$ cat src/rtl/ovf_timer_pkg.sv
package ovf_timer_pkg;

  localparam int unsigned PRE_W = 10;

  typedef enum logic [2:0] {
    CS_STOP    = 3'd0,
    CS_DIV1    = 3'd1,
    CS_DIV8    = 3'd2,
    CS_DIV64   = 3'd3,
    CS_DIV256  = 3'd4,
    CS_DIV1024 = 3'd5,
    CS_RSV6    = 3'd6,
    CS_RSV7    = 3'd7
  } clk_sel_e;

endpackage

$ cat src/rtl/ovf_timer_rst_sync.sv
module ovf_timer_rst_sync (
  input  logic clk_i,
  input  logic rst_ni,
  output logic rst_no
);
  logic [1:0] sync_q;
  logic [1:0] sync_d;

  always_comb sync_d = {sync_q[0], 1'b1};

  always_ff @(posedge clk_i or negedge rst_ni) begin
    if (!rst_ni) sync_q <= 2'b00;
    else         sync_q <= sync_d;
  end

  assign rst_no = sync_q[1];
endmodule

$ cat src/rtl/ovf_timer_prescaler.sv
module ovf_timer_prescaler
  import ovf_timer_pkg::*;
(
  input  logic     clk_i,
  input  logic     rst_ni,
  input  clk_sel_e cs_i,
  output logic     tick_o
);
  logic [PRE_W-1:0] pre_q;
  logic [PRE_W-1:0] pre_d;
  logic             tick;

  // free-running divider, never reset by a select change
  always_comb pre_d = pre_q + {{(PRE_W-1){1'b0}}, 1'b1};

  always_ff @(posedge clk_i or negedge rst_ni) begin
    if (!rst_ni) pre_q <= '0;
    else         pre_q <= pre_d;
  end

  always_comb begin
    unique case (cs_i)
      CS_DIV1:    tick = 1'b1;
      CS_DIV8:    tick = &pre_q[2:0];
      CS_DIV64:   tick = &pre_q[5:0];
      CS_DIV256:  tick = &pre_q[7:0];
      CS_DIV1024: tick = &pre_q[9:0];
      default:    tick = 1'b0;
    endcase
  end

  assign tick_o = tick;
endmodule

$ cat src/rtl/ovf_timer_core.sv
module ovf_timer_core
  import ovf_timer_pkg::*;
#(
  parameter int unsigned DATA_W = 8,
  parameter int unsigned ADDR_W = 8,
  parameter logic [ADDR_W-1:0] A_CTRL = 8'h45,
  parameter logic [ADDR_W-1:0] A_CNT  = 8'h46,
  parameter logic [ADDR_W-1:0] A_FLAG = 8'h35,
  parameter logic [ADDR_W-1:0] A_MASK = 8'h6E
) (
  input  logic              clk_i,
  input  logic              rst_ni,
  input  logic              sel_i,
  input  logic              we_i,
  input  logic [ADDR_W-1:0] addr_i,
  input  logic [DATA_W-1:0] wdata_i,
  output logic [DATA_W-1:0] rdata_o,
  input  logic              tick_i,
  input  logic              ack_take_i,
  output clk_sel_e          cs_o,
  output logic              flag_o,
  output logic              mask_o
);
  localparam logic [DATA_W-1:0] CNT_MAX = '1;
  localparam logic [DATA_W-1:0] CNT_ONE = {{(DATA_W-1){1'b0}}, 1'b1};

  clk_sel_e          cs_q, cs_d;
  logic [DATA_W-1:0] cnt_q, cnt_d;
  logic              flag_q, flag_d;
  logic              mask_q, mask_d;

  logic wr_ctrl, wr_cnt, wr_flag, wr_mask;
  logic ovf_set, flag_clr;

  always_comb begin
    wr_ctrl = sel_i && we_i && (addr_i == A_CTRL);
    wr_cnt  = sel_i && we_i && (addr_i == A_CNT);
    wr_flag = sel_i && we_i && (addr_i == A_FLAG);
    wr_mask = sel_i && we_i && (addr_i == A_MASK);
  end

  // next-state
  always_comb begin
    cs_d   = wr_ctrl ? clk_sel_e'(wdata_i[2:0]) : cs_q;
    mask_d = wr_mask ? wdata_i[0] : mask_q;

    if (wr_cnt)      cnt_d = wdata_i;
    else if (tick_i) cnt_d = cnt_q + CNT_ONE;
    else             cnt_d = cnt_q;

    ovf_set  = tick_i && !wr_cnt && (cnt_q == CNT_MAX);
    flag_clr = (wr_flag && wdata_i[0]) || ack_take_i;

    if (ovf_set)       flag_d = 1'b1;
    else if (flag_clr) flag_d = 1'b0;
    else               flag_d = flag_q;
  end

  // registers
  always_ff @(posedge clk_i or negedge rst_ni) begin
    if (!rst_ni) begin
      cs_q   <= CS_STOP;
      cnt_q  <= '0;
      flag_q <= 1'b0;
      mask_q <= 1'b0;
    end else begin
      cs_q   <= cs_d;
      cnt_q  <= cnt_d;
      flag_q <= flag_d;
      mask_q <= mask_d;
    end
  end

  // read mux
  always_comb begin
    rdata_o = '0;
    if (sel_i) begin
      if (addr_i == A_CTRL)      rdata_o[2:0] = cs_q;
      else if (addr_i == A_CNT)  rdata_o      = cnt_q;
      else if (addr_i == A_FLAG) rdata_o[0]   = flag_q;
      else if (addr_i == A_MASK) rdata_o[0]   = mask_q;
    end
  end

  assign cs_o   = cs_q;
  assign flag_o = flag_q;
  assign mask_o = mask_q;

  // stopped codes hold the count
  p_hold_stopped_r1: assert property (@(posedge clk_i) disable iff (!rst_ni)
    ((cs_q == CS_STOP || cs_q == CS_RSV6 || cs_q == CS_RSV7) && !wr_cnt) |=> $stable(cnt_q));

  // divide-by-1 advances every edge
  p_div1_step_r2: assert property (@(posedge clk_i) disable iff (!rst_ni)
    (cs_q == CS_DIV1 && !wr_cnt) |=> (cnt_q == $past(cnt_q) + CNT_ONE));

  // wrap sets the flag
  p_wrap_flag_r4: assert property (@(posedge clk_i) disable iff (!rst_ni)
    (tick_i && !wr_cnt && cnt_q == CNT_MAX) |=> (cnt_q == '0 && flag_q));

  // without a clear source the flag stays set
  p_flag_sticky_r5: assert property (@(posedge clk_i) disable iff (!rst_ni)
    (flag_q && !ack_take_i && !(wr_flag && wdata_i[0])) |=> flag_q);

  // a taken ack clears the flag unless an overflow lands at once
  p_ack_clears_r6: assert property (@(posedge clk_i) disable iff (!rst_ni)
    (ack_take_i && !ovf_set) |=> !flag_q);

  // count write wins over increment
  p_wr_wins_r9: assert property (@(posedge clk_i) disable iff (!rst_ni)
    wr_cnt |=> (cnt_q == $past(wdata_i) && flag_q == $past(flag_d)));
endmodule

$ cat src/rtl/ovf_timer_irq.sv
module ovf_timer_irq #(
  parameter int unsigned VEC_W        = 16,
  parameter logic [VEC_W-1:0] VECTOR  = 16'h0020,
  parameter int unsigned ENTRY_CYCLES = 2
) (
  input  logic             clk_i,
  input  logic             rst_ni,
  input  logic             flag_i,
  input  logic             mask_i,
  input  logic             gie_i,
  input  logic             ack_i,
  output logic             req_o,
  output logic [VEC_W-1:0] vector_o,
  output logic             take_o,
  output logic             busy_o
);
  localparam int unsigned ENT_W = $clog2(ENTRY_CYCLES + 1);
  localparam logic [ENT_W-1:0] ENT_LOAD = ENT_W'(ENTRY_CYCLES);
  localparam logic [ENT_W-1:0] ENT_ONE  = {{(ENT_W-1){1'b0}}, 1'b1};

  logic             req, take;
  logic [ENT_W-1:0] ent_q, ent_d;

  always_comb begin
    req  = flag_i && mask_i && gie_i;
    take = req && ack_i;
    if (take)             ent_d = ENT_LOAD;
    else if (ent_q != '0) ent_d = ent_q - ENT_ONE;
    else                  ent_d = ent_q;
  end

  always_ff @(posedge clk_i or negedge rst_ni) begin
    if (!rst_ni) ent_q <= '0;
    else         ent_q <= ent_d;
  end

  assign req_o    = req;
  assign take_o   = take;
  assign vector_o = req ? VECTOR : '0;
  assign busy_o   = (ent_q != '0);

  // two entry cycles after a taken ack
  p_entry_two_r7: assert property (@(posedge clk_i) disable iff (!rst_ni)
    take |=> busy_o ##1 busy_o);

  // busy ends after the second cycle when nothing is taken again
  p_entry_ends_r7: assert property (@(posedge clk_i) disable iff (!rst_ni)
    (busy_o && !take && $past(busy_o) && !$past(take)) |=> !busy_o);
endmodule

$ cat src/rtl/ovf_timer8.sv
module ovf_timer8
  import ovf_timer_pkg::*;
#(
  parameter int unsigned DATA_W       = 8,
  parameter int unsigned ADDR_W       = 8,
  parameter int unsigned VEC_W        = 16,
  parameter logic [VEC_W-1:0] VECTOR  = 16'h0020,
  parameter int unsigned ENTRY_CYCLES = 2
) (
  input  logic              clk,
  input  logic              rst_n,
  input  logic              bus_sel,
  input  logic              bus_we,
  input  logic [ADDR_W-1:0] bus_addr,
  input  logic [DATA_W-1:0] bus_wdata,
  output logic [DATA_W-1:0] bus_rdata,
  input  logic              gie_i,
  output logic              irq_req,
  output logic [VEC_W-1:0]  irq_vector,
  input  logic              irq_ack,
  output logic              entry_busy
);
  logic     rst_sn;
  logic     tick, take, flag, mask;
  clk_sel_e cs;

  ovf_timer_rst_sync u_rst (
    .clk_i  (clk),
    .rst_ni (rst_n),
    .rst_no (rst_sn)
  );

  ovf_timer_prescaler u_pre (
    .clk_i  (clk),
    .rst_ni (rst_sn),
    .cs_i   (cs),
    .tick_o (tick)
  );

  ovf_timer_core #(
    .DATA_W (DATA_W),
    .ADDR_W (ADDR_W)
  ) u_core (
    .clk_i      (clk),
    .rst_ni     (rst_sn),
    .sel_i      (bus_sel),
    .we_i       (bus_we),
    .addr_i     (bus_addr),
    .wdata_i    (bus_wdata),
    .rdata_o    (bus_rdata),
    .tick_i     (tick),
    .ack_take_i (take),
    .cs_o       (cs),
    .flag_o     (flag),
    .mask_o     (mask)
  );

  ovf_timer_irq #(
    .VEC_W        (VEC_W),
    .VECTOR       (VECTOR),
    .ENTRY_CYCLES (ENTRY_CYCLES)
  ) u_irq (
    .clk_i    (clk),
    .rst_ni   (rst_sn),
    .flag_i   (flag),
    .mask_i   (mask),
    .gie_i    (gie_i),
    .ack_i    (irq_ack),
    .req_o    (irq_req),
    .vector_o (irq_vector),
    .take_o   (take),
    .busy_o   (entry_busy)
  );

  // a request needs all three conditions
  p_req_gated_r5: assert property (@(posedge clk) disable iff (!rst_sn)
    irq_req |-> (flag && mask && gie_i));
endmodule

$ cat config.mk
export PLATFORM = sky130hd
export DESIGN_NAME = ovf_timer8
export DESIGN_NICKNAME = d
export VERILOG_FILES = /design/src/rtl/ovf_timer_pkg.sv /design/src/rtl/ovf_timer_rst_sync.sv /design/src/rtl/ovf_timer_prescaler.sv /design/src/rtl/ovf_timer_core.sv /design/src/rtl/ovf_timer_irq.sv /design/src/rtl/ovf_timer8.sv
export SDC_FILE = /design/constraint.sdc
export NUM_CORES = 1
export LEC_CHECK = 0
export BUFFER_PORTS_ARGS = -buffer_cell sky130_fd_sc_hd__buf_2
export CAP_MARGIN = 20
export CORE_ASPECT_RATIO = 0.6
export CORE_MARGIN = 2
export CORE_UTILIZATION = 40
export CTS_CLUSTER_DIAMETER = 200
export CTS_CLUSTER_SIZE = 12
export DETAILED_ROUTE_END_ITERATION = 16
export PLACE_DENSITY = 0.73
export SLEW_MARGIN = 20
export SYNTH_ARGS = -nofsm -noshare
export SYNTH_HDL_FRONTEND = slang
export SYNTH_SLANG_ARGS = --single-unit
$ cat constraint.sdc
create_clock -name clk -period 3.4 [get_ports clk]
set_input_delay 0.51 -clock clk [delete_from_list [all_inputs] [get_ports clk]]
set_output_delay 0.51 -clock clk [all_outputs]
set_load 0.05 [all_outputs]
# Word level (Yosys, flattened, before mapping)
# Index checks and enable logic that the tools add are counted.
# Widths: inputs -> output; s select.
totals:
  reg_bits: 27
  out_inout_bits: 26
  word_cells: 56
op_classes:
  addsub: 3
  eq_ne: 10
  mux: 15
  n_reduce_logical: 21
ops:
  columns: ["operator", "count"]
  rows:
  - ["$eq 8x7->1 const B", 3]
  - ["$mux 8", 3]
  - ["$logic_and 1x1->1", 11]
  - ["$add 10x1->10 const B", 1]
  - ["$reduce_and 10->1", 1]
  - ["$add 8x1->8 const B", 1]
  - ["$eq 8x6->1 const B", 1]
  - ["$eq 8x8->1 const B", 1]
  - ["$reduce_and 8->1", 1]
  - ["$reduce_bool 2->1", 4]
  - ["$mux 7", 1]
  - ["$eq 3x2->1 const B", 2]
  - ["$eq 3x3->1 const B", 2]
  - ["$mux 6", 1]
  - ["$reduce_and 6->1", 1]
  - ["$mux 1", 5]
  - ["$mux 5", 1]
  - ["$pmux 1 s5", 1]
  - ["$mux 2", 2]
  - ["$eq 3x1->1 const B", 1]
  - ["$mux 3", 1]
  - ["$reduce_and 3->1", 1]
  - ["$sub 2x1->2 const B", 1]
  - ["$logic_not 1->1", 1]
  - ["$logic_or 1x1->1", 1]

# Depth between registers and ports, before layout
depth:
  ltp_word: 6
  mapped_depth: 8

# Hierarchy
# From an unflattened synthesis, not the netlist that was laid out.
hier_totals:
  hier_cells: 159
  hier_area_um2: 1624.1
by_module_without_submodules:
  columns: ["module", "instances", "cells_each", "area_each_um2", "seq_area_each_um2"]
  rows:
  - ["ovf_timer_core", 1, 87, 849.6, 325.3]
  - ["ovf_timer_prescaler", 1, 39, 465.4, 250.2]
  - ["ovf_timer_irq", 1, 30, 255.2, 50.0]
  - ["ovf_timer_rst_sync", 1, 3, 53.8, 50.0]

# Worst setup path after synthesis
# OpenSTA, ideal clock, no wires.
synth_path:
  kind: "input to output"
  start: "input port bus_addr[3]"
  end: "output port bus_rdata[0]"
  arrival_time_ns: 2.005
  required_ns: 2.890
  path_slack_ns: 0.885
  stages: 4
  n_path_buf: 0
  path_cell_list: "and4bb_1 nor4b_1 nand2_1 a21oi_1"
synth_between:
  elab_chain_len: 6
  word_cells_on_any_way: 9
  classes_between: "eq/ne: 4; mux: 5"
synth_rtl:
  columns: ["item", "line", "text"]
  rows:
  - ["start, declared", "ovf_timer8.sv:14", "input logic [ADDR_W-1:0] bus_addr,"]
  - ["$eq 8x7->1", "ovf_timer_core.sv:81", "else if (addr_i == A_MASK) rdata_o[0] = mask_q;"]
  - ["$mux 1", "ovf_timer_core.sv:81", null]
  - ["$mux 1", "ovf_timer_core.sv:80", "else if (addr_i == A_FLAG) rdata_o[0] = flag_q;"]
  - ["$mux 1", "ovf_timer_core.sv:79", "else if (addr_i == A_CNT) rdata_o = cnt_q;"]
  - ["$mux 3 (*)", "ovf_timer_core.sv:78", "if (addr_i == A_CTRL) rdata_o[2:0] = cs_q;"]
  - ["$mux 8 (*)", "ovf_timer_core.sv:77", "if (sel_i) begin"]
  - ["end, declared", "ovf_timer8.sv:16", "output logic [DATA_W-1:0] bus_rdata,"]
# Every way passes the cells marked *; elsewhere a longest branch is shown, timed or not.

# Worst setup path in the final report
# Ends and elaborated chain as after synthesis.

==> summary.log <==
[detailed_routing] routed length per instance 12.1 um
[synth] ranking of synthesized cells by instance count dfrtp_1, nand2_1, buf_4
[global_route] largest net degree at the start of global routing 26
[synth] proportion of register bits with asynchronous set or reset after synthesis 100%
[run] number of maximum-capacitance violations 0
[synth] number of warning messages in the yosys log 0
[cts] hold_buf cts 1
[setup_path] Max FO, Critical Path 6
[detailed_routing] antenna-violating nets left 0
[cts] clk root buf clkbuf_8
[synth] register bit total from synthesis 27
[detailed_routing] drt first-iter violations 45
[sta] Worst slew margin 63.3%
[synth] post-synth top area share 43.4%
[cts] clock latency on the worst-skew pair 0.27 ns
[cts] register clock-pin slew on the reported worst setup and hold paths 0.09 ns
[detailed_routing] aggregate routed wire length 2900 um
[cts] clock sinks 27
[sta] Highest Clock Rate 0.411 GHz
[global_route] initial antenna violation count 0
[cts] H-tree level count 1
[power] maximum ir drop on the vdd rail 315 uV
[die] vertical die dimension 52.3 um
[layout] net count reported at finish 220
[cts] number of buffers inserted to repair setup after CTS 0
[synth] register area share after synthesis 43.4%
[sta] setup repair after global routing missed its margin false
[detailed_routing] DRC 0
[power] Power Density 511 mW/mm2
[die] width of the die 84.6 um
[synth] top cells by area, synth dfrtp_1, buf_4, xor2_1
[sta] Setup Skew 0.00492 ns
[global_route] remaining global-route overflow 0
[sta] minimum clock period 2.43 ns
[global_route] number of global-route vias before repair 1,028
[die] starting utilization of the core area 42.1%
[synth] Yosys cell types 32
[cts] Num CTS Buffers 3
[cts] clock tree from TritonCTS yes
[synth] number of instances in the synthesized netlist 159
[sta] worst hold margin 0.260 ns
[detailed_routing] Initial DRT Pass Iterations 4
[die] number of cell rows 17
[synth] flip-flop cell with the highest count after synthesis dfrtp_1
[setup_path] critical path type input pin to output pin
[placement] GPL Wtd Cong 0.859
[setup_path] required time of the critical path 2.89 ns
[sta] setup TNS 0 ns
[cts] Resized cells post-CTS 0
[synth] syn_area_per_cell 9.80 um2
[setup_path] Worst setup SP type input pin
[global_route] global-route wire length before repair 4800 um
[detailed_routing] average via count per standard cell 4.81
[layout] share of layout cells above drive strength 1 23.3%
[sta] Hold Fails Final Rpt 0
[synth] number of flops mapped to enable cells by yosys 0
[sta] worst slew pin tran 0.551 ns
[synth] largest area contributor in the synthesized netlist dfrtp_1
[die] Std-Cell Core Area 0.00370 mm2
[setup_path] kind of end point of the critical path output pin
[synth] cell with the most instances after synthesis dfrtp_1
[synth] post-synthesis cell area 0.00156 mm2
[layout] Inserted Diodes 0
[sta] final worst-path cycle share 71.5%
[die] I/O pins 48
[power] leakage power of the design 0.000858 uW
[setup_path] data arrival at the endpoint of the critical path 1.92 ns
[cts] Max Buffers Root-to-Sink 2
[die] die outline area 0.00443 mm2
[run_status] status finished, final reports clean
[detailed_routing] via count 1,154
[placement] number of buffers added on ports 32
[placement] total half-perimeter wirelength after legalization and detailed placement 2300 um
[layout] area added between synthesis and finish 12.6%
[global_route] overall global routing resource usage 14.1%
[sta] final number of max-transition violations 0
[min_path] min-delay worst type flop to asynchronous set/reset pin
[sta] final setup fails 0
==> area by class of cell <==
class                           count  area (um2)
Tap cell                           47        58.8
Fill cell                         361        1950
Timing Repair Buffer               33         170
Sequential cell                    27         677
Multi-Input combinational cell    124         785
Clock buffer                        4        45.0
Inverter                            5        18.8
==> power by group <==
| group | leakage, uW | internal (uW) | total, uW | switching [uW] |
|---|---|---|---|---|
| clock | 0.0000228 | 84.0 | 178 | 94.4 |
| sequential | 0.000329 | 386 | 460 | 73.9 |
| combinational | 0.000506 | 104 | 258 | 154 |
| total | 0.000858 | 574 | 896 | 322 |
==> per-stage QoR <==
| step | instances | power, uW | instance area, um2 | utilization [%] | worst slack, ns |
|---|---|---|---|---|---|
| floorplan | 173 | 668 | 1610 | - | 0.885 |
| global placement | 235 | 717 | 1700 | 45.9 | 1.10 |
| detailed placement | 235 | 722 | 1700 | 45.9 | 0.980 |
| CTS | 240 | 904 | 1750 | 47.4 | 0.972 |
| global route | 240 | 968 | 1750 | 47.4 | 0.831 |
| finish | 240 | 896 | 1750 | 47.4 | 0.969 |
==> worst max-delay path, stage by stage <==
cell and delay, ns:
buf_2 0.11, and4bb_1 0.39, nor4b_1 0.37, nand2_1 0.10
a21oi_1 0.15, buf_2 0.28
==> cell usage in the layout, fill, tap and decap left out, types with 4 or more instances in the layout <==
cell type  instances
nand4_1            5
nand2_1           18
xor2_1             8
a21oi_1           11
inv_1              5
dfrtp_1           26
and2_1             5
buf_2             32
xnor2_1            7
conb_1            16
ha_1               4
mux2_2             4
and3_1             4
nor2_1            15
nand3_1            6
==> layer usage <==
| metal | share of wire (%) | global-route usage [%] | wire length, um | vias up |
|---|---|---|---|---|
| li1 | - | - | - | 590 |
| met1 | 58 | 22.4 | 1670 | 528 |
| met2 | 34 | 17.7 | 998 | 31 |
| met3 | 7.1 | 4.57 | 206 | 5 |
| met4 | 0.90 | 3.70 | 26 | 0 |
| met5 | 0 | 0 | 0 | - |
==> path summary, 6_finish.rpt <==
check | endpoint | depth (start not counted) | slack, ns | start
worst max register to register | u_core.cnt_q[6] | 8 | 1.37 | u_pre.pre_q[0]
worst min-delay path | u_core.cnt_q[2] | 0 | 0.26 | u_rst.sync_q[1]
min in group clk | u_rst.sync_q[1] | 0 | 0.35 | u_rst.sync_q[0]
worst min register to register | u_core.cnt_q[2] | 0 | 0.26 | u_rst.sync_q[1]
max in group asynchronous | u_rst.sync_q[1] | 2 | 2.76 | rst_n
worst max-delay path | bus_rdata[0] | 6 | 0.97 | bus_addr[3]
==> cell families after synthesis <==
family	Yosys count	share of synthesized area, %
mux	5	3.53
flops	27	43.4
buf+inv	22	9.64
other cells	2	0.482
compound gates	21	8.75
xor+xnor	15	8.43
fa+ha+maj	4	3.21
simple gates	63	22.6
==> registers in the layout (all words and copies together) (netlist names) <==
signal and count:
u_core.cnt_q 8, u_core.mask_o 1, u_irq.ent_q 2, u_rst.sync_q 2, u_pre.pre_q 10, u_core.flag_o 1, u_core.cs_o 3
Power figures use the tool's default switching activity.
